===== config.mk =====
export PLATFORM = sky130hd
export DESIGN_NAME = rrm_arb_top
export DESIGN_NICKNAME = d
export VERILOG_FILES = /design/src/rtl/rrm_pkg.sv /design/src/rtl/rrm_node.sv /design/src/rtl/rrm_ctrl.sv /design/src/rtl/rrm_datapath.sv /design/src/rtl/rrm_arb_top.sv
export SDC_FILE = /design/constraint.sdc
export NUM_CORES = 1
export LEC_CHECK = 0
export ABC_AREA = 1
export BUFFER_PORTS_ARGS = -buffer_cell sky130_fd_sc_hd__buf_2
export CAP_MARGIN = 20
export CORE_ASPECT_RATIO = 1.2
export CORE_MARGIN = 1
export CORE_UTILIZATION = 51
export DETAILED_ROUTE_END_ITERATION = 8
export GPL_TIMING_DRIVEN = 0
export HOLD_SLACK_MARGIN = 0.15
export PLACE_DENSITY = 0.92
export RECOVER_POWER = 25
export SYNTH_ARGS = -nofsm -noshare
export SYNTH_HDL_FRONTEND = slang
export SYNTH_HIERARCHICAL = 1
export SYNTH_SLANG_ARGS = --single-unit

===== constraint.sdc =====
create_clock -name clk -period 5.1 [get_ports clk]
set_clock_uncertainty 0.05 [all_clocks]
set_input_delay 0.51 -clock clk [delete_from_list [all_inputs] [get_ports clk]]
set_output_delay 0.51 -clock clk [all_outputs]
set_load 0.1 [all_outputs]

===== src/rtl/rrm_pkg.sv =====
package rrm_pkg;

  // Strobes from the control part to the datapath
  typedef struct packed {
    logic prioLoad;   // take the next priority vector at the clock edge
  } rrmStrobe_t;

endpackage


===== src/rtl/rrm_node.sv =====
// One comparison node: keeps the larger symbol, preferring the right side on a tie,
// and steers data and index with the same direction flag.
module rrm_node #(
  parameter int W  = 8,
  parameter int IW = 3
) (
  input  logic [1:0]    symL,
  input  logic [1:0]    symR,
  input  logic [W-1:0]  datL,
  input  logic [W-1:0]  datR,
  input  logic [IW-1:0] idxL,
  input  logic [IW-1:0] idxR,
  output logic [1:0]    symO,
  output logic [W-1:0]  datO,
  output logic [IW-1:0] idxO
);

  logic leftWins;

  always_comb begin
    leftWins = (symL > symR);
    symO     = leftWins ? symL : symR;
    datO     = leftWins ? datL : datR;
    idxO     = leftWins ? idxL : idxR;
  end

endmodule


===== src/rtl/rrm_ctrl.sv =====
// Control: decides when priority moves and which thermometer vector it moves to.
module rrm_ctrl
  import rrm_pkg::*;
#(
  parameter int N  = 8,
  parameter int IW = 3
) (
  input  logic          anyGrant,
  input  logic [IW-1:0] winIdx,
  output rrmStrobe_t    strobe,
  output logic [N-1:0]  nextPrio
);

  always_comb begin
    strobe.prioLoad = anyGrant;
    for (int j = 0; j < N; j++) begin
      nextPrio[j] = (IW'(j) > winIdx);
    end
  end

endmodule


===== src/rtl/rrm_datapath.sv =====
// Datapath: priority register, symbol leaves, comparison tree, grant decode.
module rrm_datapath
  import rrm_pkg::*;
#(
  parameter int N  = 8,
  parameter int W  = 8,
  parameter int IW = 3
) (
  input  logic          clk,
  input  logic          rstN,
  input  logic [N-1:0]  reqVec,
  input  logic [N*W-1:0] dataIn,
  input  rrmStrobe_t    strobe,
  input  logic [N-1:0]  nextPrio,
  output logic [N-1:0]  prioVec,
  output logic          anyGrant,
  output logic [IW-1:0] winIdx,
  output logic [N-1:0]  grantVec,
  output logic [W-1:0]  dataOut
);

  localparam int NP = 1 << IW;   // leaves after padding

  // Heap layout: node k has children 2k (lower indices, right) and 2k+1 (left)
  logic [1:0]    symH [1:2*NP-1];
  logic [W-1:0]  datH [1:2*NP-1];
  logic [IW-1:0] idxH [1:2*NP-1];

  always_ff @(posedge clk or negedge rstN) begin
    if (!rstN) begin
      prioVec <= '1;
    end else if (strobe.prioLoad) begin
      prioVec <= nextPrio;
    end
  end

  genvar i, k;
  generate
    for (i = 0; i < NP; i++) begin : gLeaf
      assign idxH[NP+i] = IW'(i);
      if (i < N) begin : gReal
        assign symH[NP+i] = {reqVec[i], prioVec[i]};
        assign datH[NP+i] = dataIn[i*W +: W];
      end else begin : gPad
        assign symH[NP+i] = 2'd0;
        assign datH[NP+i] = '0;
      end
    end

    for (k = 1; k < NP; k++) begin : gNode
      rrm_node #(.W(W), .IW(IW)) uNode (
        .symL (symH[2*k+1]),
        .symR (symH[2*k]),
        .datL (datH[2*k+1]),
        .datR (datH[2*k]),
        .idxL (idxH[2*k+1]),
        .idxR (idxH[2*k]),
        .symO (symH[k]),
        .datO (datH[k]),
        .idxO (idxH[k])
      );
    end

    for (i = 0; i < N; i++) begin : gGrant
      assign grantVec[i] = anyGrant && (idxH[1] == IW'(i));
    end
  endgenerate

  assign anyGrant = symH[1][1];
  assign winIdx   = idxH[1];
  assign dataOut  = anyGrant ? datH[1] : '0;

endmodule


===== src/rtl/rrm_arb_top.sv =====
module rrm_arb_top
  import rrm_pkg::*;
#(
  parameter int N = 8,
  parameter int W = 16
) (
  input  logic           clk,
  input  logic           rstN,
  input  logic [N-1:0]   reqVec,
  input  logic [N*W-1:0] dataIn,
  output logic [N-1:0]   grantVec,
  output logic           anyGrant,
  output logic [W-1:0]   dataOut
);

  localparam int IW = (N > 1) ? $clog2(N) : 1;

  rrmStrobe_t    strobe;
  logic [N-1:0]  nextPrio;
  logic [N-1:0]  prioVec;
  logic [IW-1:0] winIdx;

  rrm_ctrl #(.N(N), .IW(IW)) uCtrl (
    .anyGrant (anyGrant),
    .winIdx   (winIdx),
    .strobe   (strobe),
    .nextPrio (nextPrio)
  );

  rrm_datapath #(.N(N), .W(W), .IW(IW)) uPath (
    .clk      (clk),
    .rstN     (rstN),
    .reqVec   (reqVec),
    .dataIn   (dataIn),
    .strobe   (strobe),
    .nextPrio (nextPrio),
    .prioVec  (prioVec),
    .anyGrant (anyGrant),
    .winIdx   (winIdx),
    .grantVec (grantVec),
    .dataOut  (dataOut)
  );

endmodule


==> results.json <==
{
  "cts_tree": "built",
  "cts_sinks": 8,
  "place.gp.congestion": 0.951,
  "reg.largest.list": "uPath/prioVec: 8 flops",
  "cts_buffers": 3,
  "largest_reg_flops": 8,
  "drive_above_1_share": 0.274,
  "critPathLaunch": "uPath/prioVec[7]",
  "wl_per_cell_um": 10.6,
  "slew_headroom": 0.236,
  "dr_total_vias": 4444,
  "h-tree-depth": 1,
  "rows": 30,
  "antenna_found_initial": 0,
  "tns_ns": 0,
  "drt_pass1_iterations": 6,
  "drt_iter0_drc": 214,
  "hpwl_um": 7980,
  "top_register": "uPath/prioVec",
  "critPathBufInv": 7,
  "path_cells": "inv_1, ha_1, nand2_1, nand2_1, buf_2, nand2_1, nand2_1, inv_1, ha_1, nand2_1, buf_2, nand3_1, nand2_1, inv_1, ha_1, nand2_1, buf_2, nand3_1, nand2_1, nand2_1, nor2_1, clkbuf_4",
  "fin_nets": 989,
  "core_area_mm2": 0.00574,
  "fin_crit_sh": 0.921,
  "critPathTopFamily": "simple AND/OR/NAND/NOR gates",
  "start_kind": "flop",
  "clockBufferDepth": 2,
  "fp.dieW_um": 72.9,
  "maxCapViolCount": 0,
  "clock_latency_ns": 0.23,
  "via_per_inst": 4.89,
  "drc": 0,
  "syn_area_per_cell_um2": 4.80,
  "grt_pass1_vias": 3866,
  "worst-r2r-cell-count": 23,
  "status": "complete, no violations",
  "fmax_ghz": 0.213,
  "worst-path-stages": 22,
  "synthCells": 641,
  "setup_viol": 0,
  "arrival_ns": 4.14,
  "root_buffer": "clkbuf_8",
  "timing.hold.ws_ns": 0.438,
  "crit_required_ns": 4.54,
  "drtAntennaViolNets": 0,
  "crit_fanout": 10,
  "hold_viol": 0,
  "die_area_mm2": 0.00635,
  "grt_max_degree": 11,
  "grt_overflow_total": 0,
  "post_cts_buffers": 0,
  "period_minus_slack_ns": 4.70,
  "rsz0062_at_grt": "no",
  "hold_buffers": 0,
  "hold_path.class": "flop to flop",
  "grt_pass1_wl_um": 15700,
  "netlist_area_mm2": 0.00308,
  "portBuffers": 162,
  "pin_count": 163,
  "cpMostUsedCell": "nand2_1",
  "final-max-slew-violation-count": 0,
  "yosys_warnings": 6,
  "r2r-start": "uPath/prioVec[7]",
  "antenna_cells": 0,
  "endpoint_kind": "primary output",
  "syn2layout_area_growth_pct": 34.1,
  "whs_path_depth": 2,
  "die_y_um": 87.1,
  "min_from": "uPath/prioVec[5]",
  "totalWireLength_um": 9620,
  "start_util": 0.536,
  "critical_path_class": "flop to primary output",
  "cts.reportedPaths.clkPinSlew_ns": 0.04,
  "cts-resized-gates": 0,
  "slowest_delay_ns": 0.55,
  "worst_pin_slew_ns": 1.15,
  "groute.usage.overall": 0.302,
  "cpMaxStageDelayCell": "dfstp_2"
}
[worst register-to-register path, cell delays in order (launching register included)]
cell and delay [ns]:
dfstp_2 0.55, inv_1 0.05, ha_1 0.26, nand2_1 0.10, nand2_1 0.13, buf_2 0.21
nand2_1 0.07, nand2_1 0.08, inv_1 0.05, ha_1 0.28, nand2_1 0.11, buf_2 0.21
nand3_1 0.11, nand2_1 0.07, inv_1 0.04, ha_1 0.28, nand2_1 0.10, nand2_1 0.07
buf_2 0.17, nand2_1 0.07, nand2_1 0.21, o21ai_0 0.26, nand2_1 0.08, o21ai_0 0.07
[cells in the final DEF (no fill, tap or decap)]
master / count
nand3_1: 140
inv_2: 1
dfstp_2: 8
o21ai_2: 7
nor2_1: 9
buf_6: 2
nor2_2: 1
nand2_1: 323
conb_1: 25
inv_1: 70
buf_2: 194
o21ai_0: 9
clkbuf_4: 7
a21oi_1: 1
nand2_2: 1
clkbuf_1: 3
clkbuf_8: 3
ha_1: 21
buf_4: 3
[metrics by stage]
stage | util | instance area, µm² | setup WS, ns | std cells
final | 0.718 | 4130 | 0.405 | 908
after global routing | 0.718 | 4130 | 0.00288 | 908
after CTS | 0.716 | 4110 | 0.365 | 908
after detailed placement | 0.709 | 4070 | 0.464 | 905
after global placement | 0.709 | 4070 | 0.534 | 905
after floorplan | - | 3160 | 0.260 | 663
[area by class of cell]
class,instances,area [µm²]
inverters,71,267
well taps,80,100
plain buffers,47,251
clock buffers,3,41.3
flip-flops and latches,8,210
repair buffers,162,828
multi-input cells,537,2430
fillers,536,1620
[path summary, 6_finish.rpt]
check                                   end  slack [ns]
hold / removal             uPath/prioVec[5]        0.44
max in group asynchronous  uPath/prioVec[6]        4.51
hold reg to reg            uPath/prioVec[5]        0.44
setup reg to reg           uPath/prioVec[5]        1.32
min in group asynchronous  uPath/prioVec[3]        0.47
setup / recovery                grantVec[6]        0.40
[routing by layer]
metal,part of all wire,track usage
met2,0.50,0.559
met5,0,0
met3,0.055,0.0127
met4,0.019,0.0927
met1,0.43,0.373
Power is left out: the tool's default activity adds up to more than one toggle a clock period on the data nets, which glitch-free logic cannot reach.
